<file path="src/rtl/raster_pkg.sv">
package raster_pkg;
   localparam int CNT_W  = 10;   // line and dot field width
   localparam int VS_W   = 4;
   localparam int HS_W   = 7;
   localparam int DATA_W = 32;
   localparam int STAT_W = 14;

   // field positions inside the write words
   localparam int GEO_LINES_LSB = 16;
   localparam int GEO_DOTS_LSB  = 0;
   localparam int TIM_VS_LSB    = 8;
   localparam int TIM_HS_LSB    = 0;
   localparam int SCFG_IL_BIT   = 4;

   // status word bit positions
   localparam int ST_FIELD  = 10;
   localparam int ST_ACTIVE = 11;
   localparam int ST_NOHS   = 12;
   localparam int ST_NOVS   = 13;

   // write indices
   localparam int IDX_GEO   = 0;
   localparam int IDX_SCFG  = 1;
   localparam int IDX_TIM   = 2;
   localparam int IDX_PORCH = 3;

   typedef struct packed {
      logic [CNT_W-1:0] lines_m1;
      logic [CNT_W-1:0] dots_m1;
      logic [VS_W-1:0]  vs_lines;
      logic [HS_W-1:0]  hs_code;
      logic [CNT_W-1:0] fp_code;
      logic             interlace;
   } raster_cfg_t;
endpackage

</file>
<file path="src/rtl/raster_cfg_regs.sv">
module raster_cfg_regs
   import raster_pkg::*;
#(
   parameter int          ADDR_W    = 3,
   parameter logic [31:0] GEO_RST   = 32'h0270_035F,
   parameter logic [31:0] SCFG_RST  = 32'h0000_0000,
   parameter logic [31:0] TIM_RST   = 32'h07D6_A53F,
   parameter logic [31:0] PORCH_RST = 32'h0000_0000
) (
   input  logic              clk,
   input  logic              rst_n,
   input  logic              wr_en,
   input  logic [ADDR_W-1:0] wr_addr,
   input  logic [DATA_W-1:0] wr_data,
   output raster_cfg_t       cfg,
   output logic              geo_wr
);
   localparam logic [ADDR_W-1:0] A_GEO   = ADDR_W'(IDX_GEO);
   localparam logic [ADDR_W-1:0] A_SCFG  = ADDR_W'(IDX_SCFG);
   localparam logic [ADDR_W-1:0] A_TIM   = ADDR_W'(IDX_TIM);
   localparam logic [ADDR_W-1:0] A_PORCH = ADDR_W'(IDX_PORCH);

   initial begin
      if (ADDR_W < 2) $fatal(1, "raster_cfg_regs: ADDR_W must be at least 2");
   end

   logic unused_wr_bits;
   assign unused_wr_bits = ^{wr_data[31:26], wr_data[15:12], wr_data[7]};

   assign geo_wr = wr_en && (wr_addr == A_GEO);

   always_ff @(posedge clk or negedge rst_n) begin
      if (!rst_n) begin
         cfg.lines_m1  <= GEO_RST[GEO_LINES_LSB +: CNT_W];
         cfg.dots_m1   <= GEO_RST[GEO_DOTS_LSB +: CNT_W];
         cfg.interlace <= SCFG_RST[SCFG_IL_BIT];
         cfg.vs_lines  <= TIM_RST[TIM_VS_LSB +: VS_W];
         cfg.hs_code   <= TIM_RST[TIM_HS_LSB +: HS_W];
         cfg.fp_code   <= PORCH_RST[CNT_W-1:0];
      end else if (wr_en) begin
         unique case (wr_addr)
            A_GEO: begin
               cfg.lines_m1 <= wr_data[GEO_LINES_LSB +: CNT_W];
               cfg.dots_m1  <= wr_data[GEO_DOTS_LSB +: CNT_W];
            end
            A_SCFG:  cfg.interlace <= wr_data[SCFG_IL_BIT];
            A_TIM: begin
               cfg.vs_lines <= wr_data[TIM_VS_LSB +: VS_W];
               cfg.hs_code  <= wr_data[TIM_HS_LSB +: HS_W];
            end
            A_PORCH: cfg.fp_code <= wr_data[CNT_W-1:0];
            default: ;
         endcase
      end
   end
endmodule

</file>
<file path="src/rtl/raster_counter.sv">
module raster_counter
   import raster_pkg::*;
#(
   parameter int FRAME_LINE = 42
) (
   input  logic             clk,
   input  logic             rst_n,
   input  logic [CNT_W-1:0] lines_m1,
   input  logic [CNT_W-1:0] dots_m1,
   input  logic             interlace,
   input  logic             geo_wr,
   output logic [CNT_W-1:0] line,
   output logic [CNT_W-1:0] pos,
   output logic             field,
   output logic             frame_start
);
   localparam logic [CNT_W-1:0] MARK_LINE = CNT_W'(FRAME_LINE);

   initial begin
      if (FRAME_LINE < 0 || FRAME_LINE >= (1 << CNT_W))
         $fatal(1, "raster_counter: FRAME_LINE out of range");
   end

   logic             line_end;
   logic             frame_wrap;
   logic [CNT_W-1:0] line_nxt;

   always_comb begin
      line_end   = (pos >= dots_m1);
      frame_wrap = (line >= lines_m1);
      line_nxt   = line;
      if (line_end) line_nxt = frame_wrap ? '0 : line + 1'b1;
   end

   always_ff @(posedge clk or negedge rst_n) begin
      if (!rst_n) begin
         pos         <= '0;
         line        <= '0;
         field       <= 1'b0;
         frame_start <= 1'b0;
      end else if (geo_wr) begin
         pos         <= '0;
         frame_start <= 1'b0;
      end else begin
         pos         <= line_end ? '0 : pos + 1'b1;
         line        <= line_nxt;
         frame_start <= line_end && (line_nxt == MARK_LINE);
         if (line_end && frame_wrap && interlace) field <= ~field;
      end
   end
endmodule

</file>
<file path="src/rtl/raster_status.sv">
module raster_status
   import raster_pkg::*;
#(
   parameter int BACK_PORCH = 8,
   parameter int HS_UNIT    = 2
) (
   input  logic [CNT_W-1:0] line,
   input  logic [CNT_W-1:0] pos,
   input  logic             field,
   input  logic [CNT_W-1:0] dots_m1,
   input  logic [VS_W-1:0]  vs_lines,
   input  logic [HS_W-1:0]  hs_code,
   input  logic [CNT_W-1:0] fp_code,
   output logic [STAT_W-1:0] status
);
   localparam int CMP_W = CNT_W + 2;
   localparam logic [CMP_W-1:0] BP_W   = CMP_W'(BACK_PORCH);
   localparam logic [CMP_W-1:0] UNIT_W = CMP_W'(HS_UNIT);

   initial begin
      if (HS_UNIT < 1 || HS_UNIT * (1 << HS_W) >= (1 << CMP_W))
         $fatal(1, "raster_status: HS_UNIT out of range");
      if (BACK_PORCH < 0 || BACK_PORCH >= (1 << CNT_W))
         $fatal(1, "raster_status: BACK_PORCH out of range");
   end

   logic [CMP_W-1:0] pos_w, hs_dots, fp_dots, line_dots;
   logic             same_parity, below_vs;
   logic             past_hs, past_fp, before_bp;

   always_comb begin
      pos_w       = CMP_W'(pos);
      hs_dots     = (CMP_W'(hs_code) + 1'b1) * UNIT_W;
      fp_dots     = CMP_W'(fp_code) + 1'b1;
      line_dots   = CMP_W'(dots_m1) + 1'b1;
      same_parity = (line[0] == field);
      below_vs    = (line < CNT_W'(vs_lines));
      past_hs     = (pos_w > hs_dots);
      past_fp     = (pos_w > fp_dots);
      before_bp   = ((pos_w + BP_W) < line_dots);

      status            = '0;
      status[CNT_W-1:0] = line;
      status[ST_FIELD]  = field;
      if (same_parity) begin
         status[ST_NOHS] = past_hs;
         if (!below_vs) begin
            status[ST_NOVS]   = 1'b1;
            status[ST_ACTIVE] = past_fp;
         end
      end else begin
         status[ST_NOHS] = 1'b1;
         if (!below_vs) begin
            status[ST_NOVS]   = 1'b1;
            status[ST_ACTIVE] = before_bp;
         end
      end
   end
endmodule

</file>
<file path="src/rtl/raster_sync_timer.sv">
module raster_sync_timer
   import raster_pkg::*;
#(
   parameter int          ADDR_W     = 3,
   parameter int          FRAME_LINE = 42,
   parameter int          BACK_PORCH = 8,
   parameter int          HS_UNIT    = 2,
   parameter bit          STATUS_REG = 1'b0,
   parameter logic [31:0] GEO_RST    = 32'h0270_035F,
   parameter logic [31:0] TIM_RST    = 32'h07D6_A53F
) (
   input  logic              clk,
   input  logic              rst_n,
   input  logic              wr_en,
   input  logic [ADDR_W-1:0] wr_addr,
   input  logic [31:0]       wr_data,
   output logic [13:0]       status_word,
   output logic              frame_start
);
   raster_cfg_t      cfg_q;
   logic             geo_wr;
   logic [CNT_W-1:0] line_q, pos_q;
   logic             field_q;
   logic [STAT_W-1:0] status_raw;

   raster_cfg_regs #(
      .ADDR_W  (ADDR_W),
      .GEO_RST (GEO_RST),
      .TIM_RST (TIM_RST)
   ) u_regs (
      .clk     (clk),
      .rst_n   (rst_n),
      .wr_en   (wr_en),
      .wr_addr (wr_addr),
      .wr_data (wr_data),
      .cfg     (cfg_q),
      .geo_wr  (geo_wr)
   );

   raster_counter #(.FRAME_LINE(FRAME_LINE)) u_count (
      .clk         (clk),
      .rst_n       (rst_n),
      .lines_m1    (cfg_q.lines_m1),
      .dots_m1     (cfg_q.dots_m1),
      .interlace   (cfg_q.interlace),
      .geo_wr      (geo_wr),
      .line        (line_q),
      .pos         (pos_q),
      .field       (field_q),
      .frame_start (frame_start)
   );

   raster_status #(.BACK_PORCH(BACK_PORCH), .HS_UNIT(HS_UNIT)) u_stat (
      .line     (line_q),
      .pos      (pos_q),
      .field    (field_q),
      .dots_m1  (cfg_q.dots_m1),
      .vs_lines (cfg_q.vs_lines),
      .hs_code  (cfg_q.hs_code),
      .fp_code  (cfg_q.fp_code),
      .status   (status_raw)
   );

   generate
      if (STATUS_REG) begin : g_status_flop
         always_ff @(posedge clk or negedge rst_n) begin
            if (!rst_n) status_word <= '0;
            else        status_word <= status_raw;
         end
      end else begin : g_status_comb
         assign status_word = status_raw;
      end
   endgenerate
endmodule

</file>
<file path="config.mk">
export PLATFORM = sky130hd
export DESIGN_NAME = raster_sync_timer
export DESIGN_NICKNAME = d
export VERILOG_FILES = /design/src/rtl/raster_pkg.sv /design/src/rtl/raster_cfg_regs.sv /design/src/rtl/raster_counter.sv /design/src/rtl/raster_status.sv /design/src/rtl/raster_sync_timer.sv
export SDC_FILE = /design/constraint.sdc
export NUM_CORES = 1
export LEC_CHECK = 0
export BUFFER_PORTS_ARGS = -buffer_cell sky130_fd_sc_hd__buf_2
export CAP_MARGIN = 20
export CORE_AREA = 2 2 95 97
export DETAILED_ROUTE_END_ITERATION = 6
export DIE_AREA = 0 0 97 99
export PLACE_DENSITY = 0.75
export RECOVER_POWER = 100
export SETUP_SLACK_MARGIN = 0.02
export SYNTH_ARGS = -nofsm -noshare
export SYNTH_HDL_FRONTEND = slang
export SYNTH_SLANG_ARGS = --single-unit
</file>
<file path="constraint.sdc">
create_clock -name clk -period 2.3 [get_ports clk]
set_input_delay 0.115 -clock clk [delete_from_list [all_inputs] [get_ports clk]]
set_output_delay 0.115 -clock clk [all_outputs]
set_load 0.1 [all_outputs]
</file>
After elaboration in Yosys (flattened, before gate mapping)
Index checks and enable logic that the tools add are counted.

Bits in registers: 64. Bits of input ports: 38. Output and inout bits: 15. Word-level logic and storage cells: 48.

Add/subtract/negate cells: 6. Order comparisons: 6. Equal/unequal tests: 5. Mux-type cells: 9. Bitwise gates (word level): 2. Reduce and logical (&&, ||, !) cells: 10.

Operator list (number): $mux 10 (4); $gt 10x12->1 (2); $add 10x1->11 const B (2); $add 10x1->10 const B (2); $ge 10x10->1 (2); $lt 12x12->1 (1); $add 10x4->11 const B (1); $eq 10x6->1 const B (1); $lt 10x4->1 (1); $reduce_and 2->1 (5); $add 7x1->8 const B (1); $eq 3x2->1 const B (2); $logic_and 1x1->1 (4); $mux 1 (4); $eq 3x1->1 const B (1); $logic_not 3->1 (1); $mux 2 (1); $not 1->1 (2); $eq 1x1->1 (1).

Logic depth before layout (Yosys ltp)
Depth in word-level cells: 6. Mapped depth: 11. Gate-level depth less buffers: 11.

By module
From an unflattened synthesis, not the netlist that was laid out.

Cell total of the unflattened synthesis: 452. Area total of the unflattened synthesis: 4604.4 µm².

By module, submodules not included: raster_cfg_regs (instances 1, cells an instance 92, area each 1645.3 µm², seq. area each 1076.0 µm²); raster_counter (instances 1, cells an instance 188, area each 1645.3 µm², seq. area each 550.5 µm²); raster_status (instances 1, cells an instance 172, area each 1313.8 µm², seq. area each 0.0 µm²).

Least setup slack after synthesis
Ideal clock, no wire load.

Kind: register to output. From: register u_count.line[0]. To: output status_word[11]. Arrival: 4.037 ns. Required time: 2.185 ns. Path slack: -1.852 ns. Cell stages (with the launch flop): 9. Path buffers: 1. Cells stage by stage: dfrtp_1 clkbuf_1 inv_1 a21boi_0 o21a_1 o21ai_0 nand3_1 nand3_1 o22ai_1.

Cells in the longest elaborated chain, start to end: 3. Elaborated cells between the ends (all ways): 5. Those cells by class: order compare: 1; eq/ne: 1; mux: 3.

RTL lines: start, declared (line raster_counter.sv:12) `output logic [CNT_W-1:0] line,`; start signal, assigned (line raster_counter.sv:46) `line <= line_nxt;`; $lt 10x4->1 (line raster_status.sv:37) `below_vs = (line < CNT_W'(vs_lines));`; $mux 1 (on tied branches) (line raster_status.sv:53, raster_status.sv:47); $mux 2 (*) (line raster_status.sv:45) `if (same_parity) begin`; end, declared (line raster_sync_timer.sv:17) `output logic [13:0] status_word,`.

Every way passes the cells marked *; elsewhere a longest branch is shown, timed or not.

Worst setup path in the final report
From: register u_regs.cfg[2] (netlist name). To: output status_word[11].

Cells in the longest elaborated chain, start to end: 4.

RTL lines: $add 10x1->11 (line raster_status.sv:34) `fp_dots = CMP_W'(fp_code) + 1'b1;`; $gt 10x12->1 (line raster_status.sv:39) `past_fp = (pos_w > fp_dots);`; $mux 1 (line raster_status.sv:47) `if (!below_vs) begin`; $mux 2 (line raster_status.sv:45).

Every way passes these cells.

==> results.sh <==
export IMPL_stdcell_area_sq_um=6060
export IMPL_pin_count=53
export IMPL_netlist_top_cells_count="ha_1, o21ai_0, dfrtp_1, nand2_1, inv_1"
export IMPL_clk_path_buf_depth=2
export IMPL_skew_ns=0.00517
export IMPL_cp_cell_sequence="ha_2, inv_1, ha_4, nor2b_1, o21ai_1, nand2b_1, a2111oi_4, nor4_2, a211oi_1, buf_4, o22ai_4, buf_12"
export IMPL_via_per_inst=5.73
export IMPL_path_class="reg -> out"
export IMPL_critPathArrivalTime_ns=2.78
export IMPL_synthTopCellsByArea="dfrtp_1, ha_1, dfstp_2, o21ai_0, mux2_2"
export IMPL_clock_fmax_mhz=345
export IMPL_synth_seq_area_share_pct=36.8
export IMPL_setup_tns_ns=-1.74
export IMPL_die_x_um=97
export IMPL_cts_buffers=9
export IMPL_cts_tree="done"
export IMPL_hold_depth=3
export IMPL_netlist_area_sq_um=4420
export IMPL_utilization_pct=70.9
export IMPL_synth_edf_count=0
export IMPL_coreArea_sq_um=8550
export IMPL_die_area_sq_um=9600
export IMPL_first_global_vias=4294
export IMPL_grt_max_degree=47
export IMPL_h_tree_depth=3
export IMPL_hpwl_mm=9.05
export IMPL_yosys_warnings=0
export IMPL_start_kind="flop"
export IMPL_clock_latency_ns=0.35
export IMPL_required_ns=2.18
export IMPL_leakagePower_nw=2.76
export IMPL_grt_pass1_wl_mm=20.3
export IMPL_cts_clk_slew_worst_paths_ns=0.08
export IMPL_ir_worst_vdd_v=0.00138
export IMPL_detail_route_antenna_nets=0
export IMPL_worstMarginPinSlew_ns=1.58
export IMPL_finalSetupViolations=10
export IMPL_holdCritStartpoint="wr_data[3]"
export IMPL_yosysMostFrequentCell="ha_1"
export IMPL_synth_nets=569
export IMPL_cp_end_kind="primary output"
export IMPL_area_growth_pct=37.1
export IMPL_relSlewSlack_pct=-5.21
export IMPL_vias=4122
export IMPL_antenna_found_initial=0
export IMPL_period_needed_ns=2.90
export IMPL_synth_ff_type="dfrtp_1"
export IMPL_drv_slew=29
export IMPL_r2r_start="u_regs.cfg[24]"
export IMPL_finalWirelength_mm=12.6
export IMPL_place_area_sq_um=5450
export IMPL_timing_final_crit_share_pct=126
export IMPL_fillCellCount=606
export IMPL_violations="max-capacitance violations, max-slew violations, negative setup slack"
export IMPL_grt_total_usage_pct=26.7
export IMPL_cap_violations=1
export IMPL_async_reset_ff_share_pct=100
export IMPL_cp_max_fo=3
export IMPL_gp_congestion=0.840
export IMPL_drive_above_1_share_pct=37.7
export IMPL_antenna_cells_inserted=0
export IMPL_hold_violations=0
export IMPL_layout_setup_ws_ns=-0.598
export IMPL_clockRootBuffer="clkbuf_8"
export IMPL_outcome="complete, but fails checks"
export IMPL_nNetsFinal=703
export IMPL_initial_utilization_pct=51.7
export IMPL_crit_path_top_delay_cell="dfrtp_1"
export IMPL_synth_top_area_share_pct=24.9
export IMPL_syn_area_per_cell_sq_um=9.35
export IMPL_ys_ff_latch=64
export IMPL_port_buffers=42
export IMPL_reg2reg_depth=10
export IMPL_cts_sink_count=64
export IMPL_die_y_um=99
export IMPL_yosys_area_top_type="dfrtp_1"
export IMPL_power_density_nw_per_um2=1230
export IMPL_rsz0062_at_grt="yes"
export IMPL_wire_per_inst_um=17.5
export IMPL_ys_types=46
export IMPL_totalPowerFinal_mw=7.44
export IMPL_r2r_end="u_count.frame_start"
export IMPL_grt_ovfl_total=0
export IMPL_rows=34
export IMPL_drtIter0Drc=218
export IMPL_max_stage_delay_ns=0.42
export IMPL_hold_end="u_regs.cfg[25]"
export IMPL_hp_class="in -> reg"
export IMPL_regToRegSetupSlack_ns=-0.32
export IMPL_drc=0
export IMPL_firstDrtPassIters=5
export IMPL_syn_inst=473
[registers in the layout, indices dropped and copies added (netlist names)]
register / flops
u_count.line: 10
u_count.field: 1
u_count.pos: 10
u_regs.cfg: 42
u_count.frame_start: 1
[where the power goes]
| part | leakage (nW) | total, mW | internal, mW | switching (mW) |
|---|---|---|---|---|
| combinational | 1.92 | 4.72 | 1.84 | 2.88 |
| clock | 0.0854 | 0.886 | 0.390 | 0.496 |
| sequential | 0.745 | 1.83 | 1.52 | 0.313 |
[kinds of logic after synthesis]
kind of cell    after synthesis  share of synthesized area [%]
flops                        64                           36.8
xor+xnor                     39                           7.72
buf+inv                      51                           4.75
simple gates                151                           17.0
fa+ha+maj                    58                           16.4
mux                          20                           5.06
compound gates               90                           12.3
[cell type report]
cell class                      instances  area [sq um]  area share (%)
Clock buffer                            9           124            2.04
Inverter                               34           130            2.15
Multi-Input combinational cell        360          3000            49.4
Clock inverter                          7          47.5           0.784
Timing Repair Buffer                  138           977            16.1
Tap cell                              108           135            2.23
Sequential cell                        64          1650            27.3
[per-layer routing]
layer	global-route usage, %	share of wire (%)	wire, um
met2	46.4	50	6300
met3	5.04	4.9	617
met5	0	0	0
met1	32.7	42	5300
met4	10.8	3.1	386
[placed cells by master (no fill, tap or decap), types with 9 or more instances in the layout]
cell type	n
nand2_1	43
dfstp_2	20
o21ai_1	10
inv_1	29
nand3_1	22
clkbuf_8	9
xnor2_1	22
dfrtp_1	34
xor2_1	17
nor2_1	27
buf_2	23
ha_1	52
o21ai_0	32
dlygate4sd3_1	12
buf_4	76
clkbuf_1	17
mux2_2	19
[worst max path at each step]
stage,endpoint,slack [ns],from,depth (start not counted)
4_1_cts,status_word[11],-0.56,u_regs.cfg[25],11
6_report,status_word[11],-0.60,u_regs.cfg[2],12
2_1_floorplan,status_word[11],-0.24,u_regs.cfg[26],10
3_5_place_dp,status_word[11],-0.43,u_regs.cfg[2],12
3_3_place_gp,status_word[11],-0.35,u_regs.cfg[2],12
5_1_grt,status_word[11],-0.73,u_regs.cfg[24],11
[repair_timing]
item,4_1_cts,5_1_grt
buffers inserted,3,6
endpoints found under the hold margin,29,0
resized for setup,46,27
pin swaps,20,15
hold buffers,12,0
cloned,1,1
endpoints found under the setup margin,15,16
[stage by stage]
stage               cells  setup WS [ns]  hold slack [ns]
detailed placement    683         -0.434            0.180
global route          720         -0.732           0.0207
global placement      683         -0.353            0.159
CTS                   715         -0.559          0.00551
floorplan             473         -0.240           -0.181
finish                720         -0.598           0.0199
[critical path, delay by kind of cell, from the launching register on]
kind,cells,cell delay [ns]
buffers and inverters,3,0.40
and+or+nand+nor,3,0.33
adders and majority gates,2,0.54
DFF,1,0.42
AOI/OAI and AO/OA,4,0.75
Note: power is estimated with default switching activity, not from simulation.
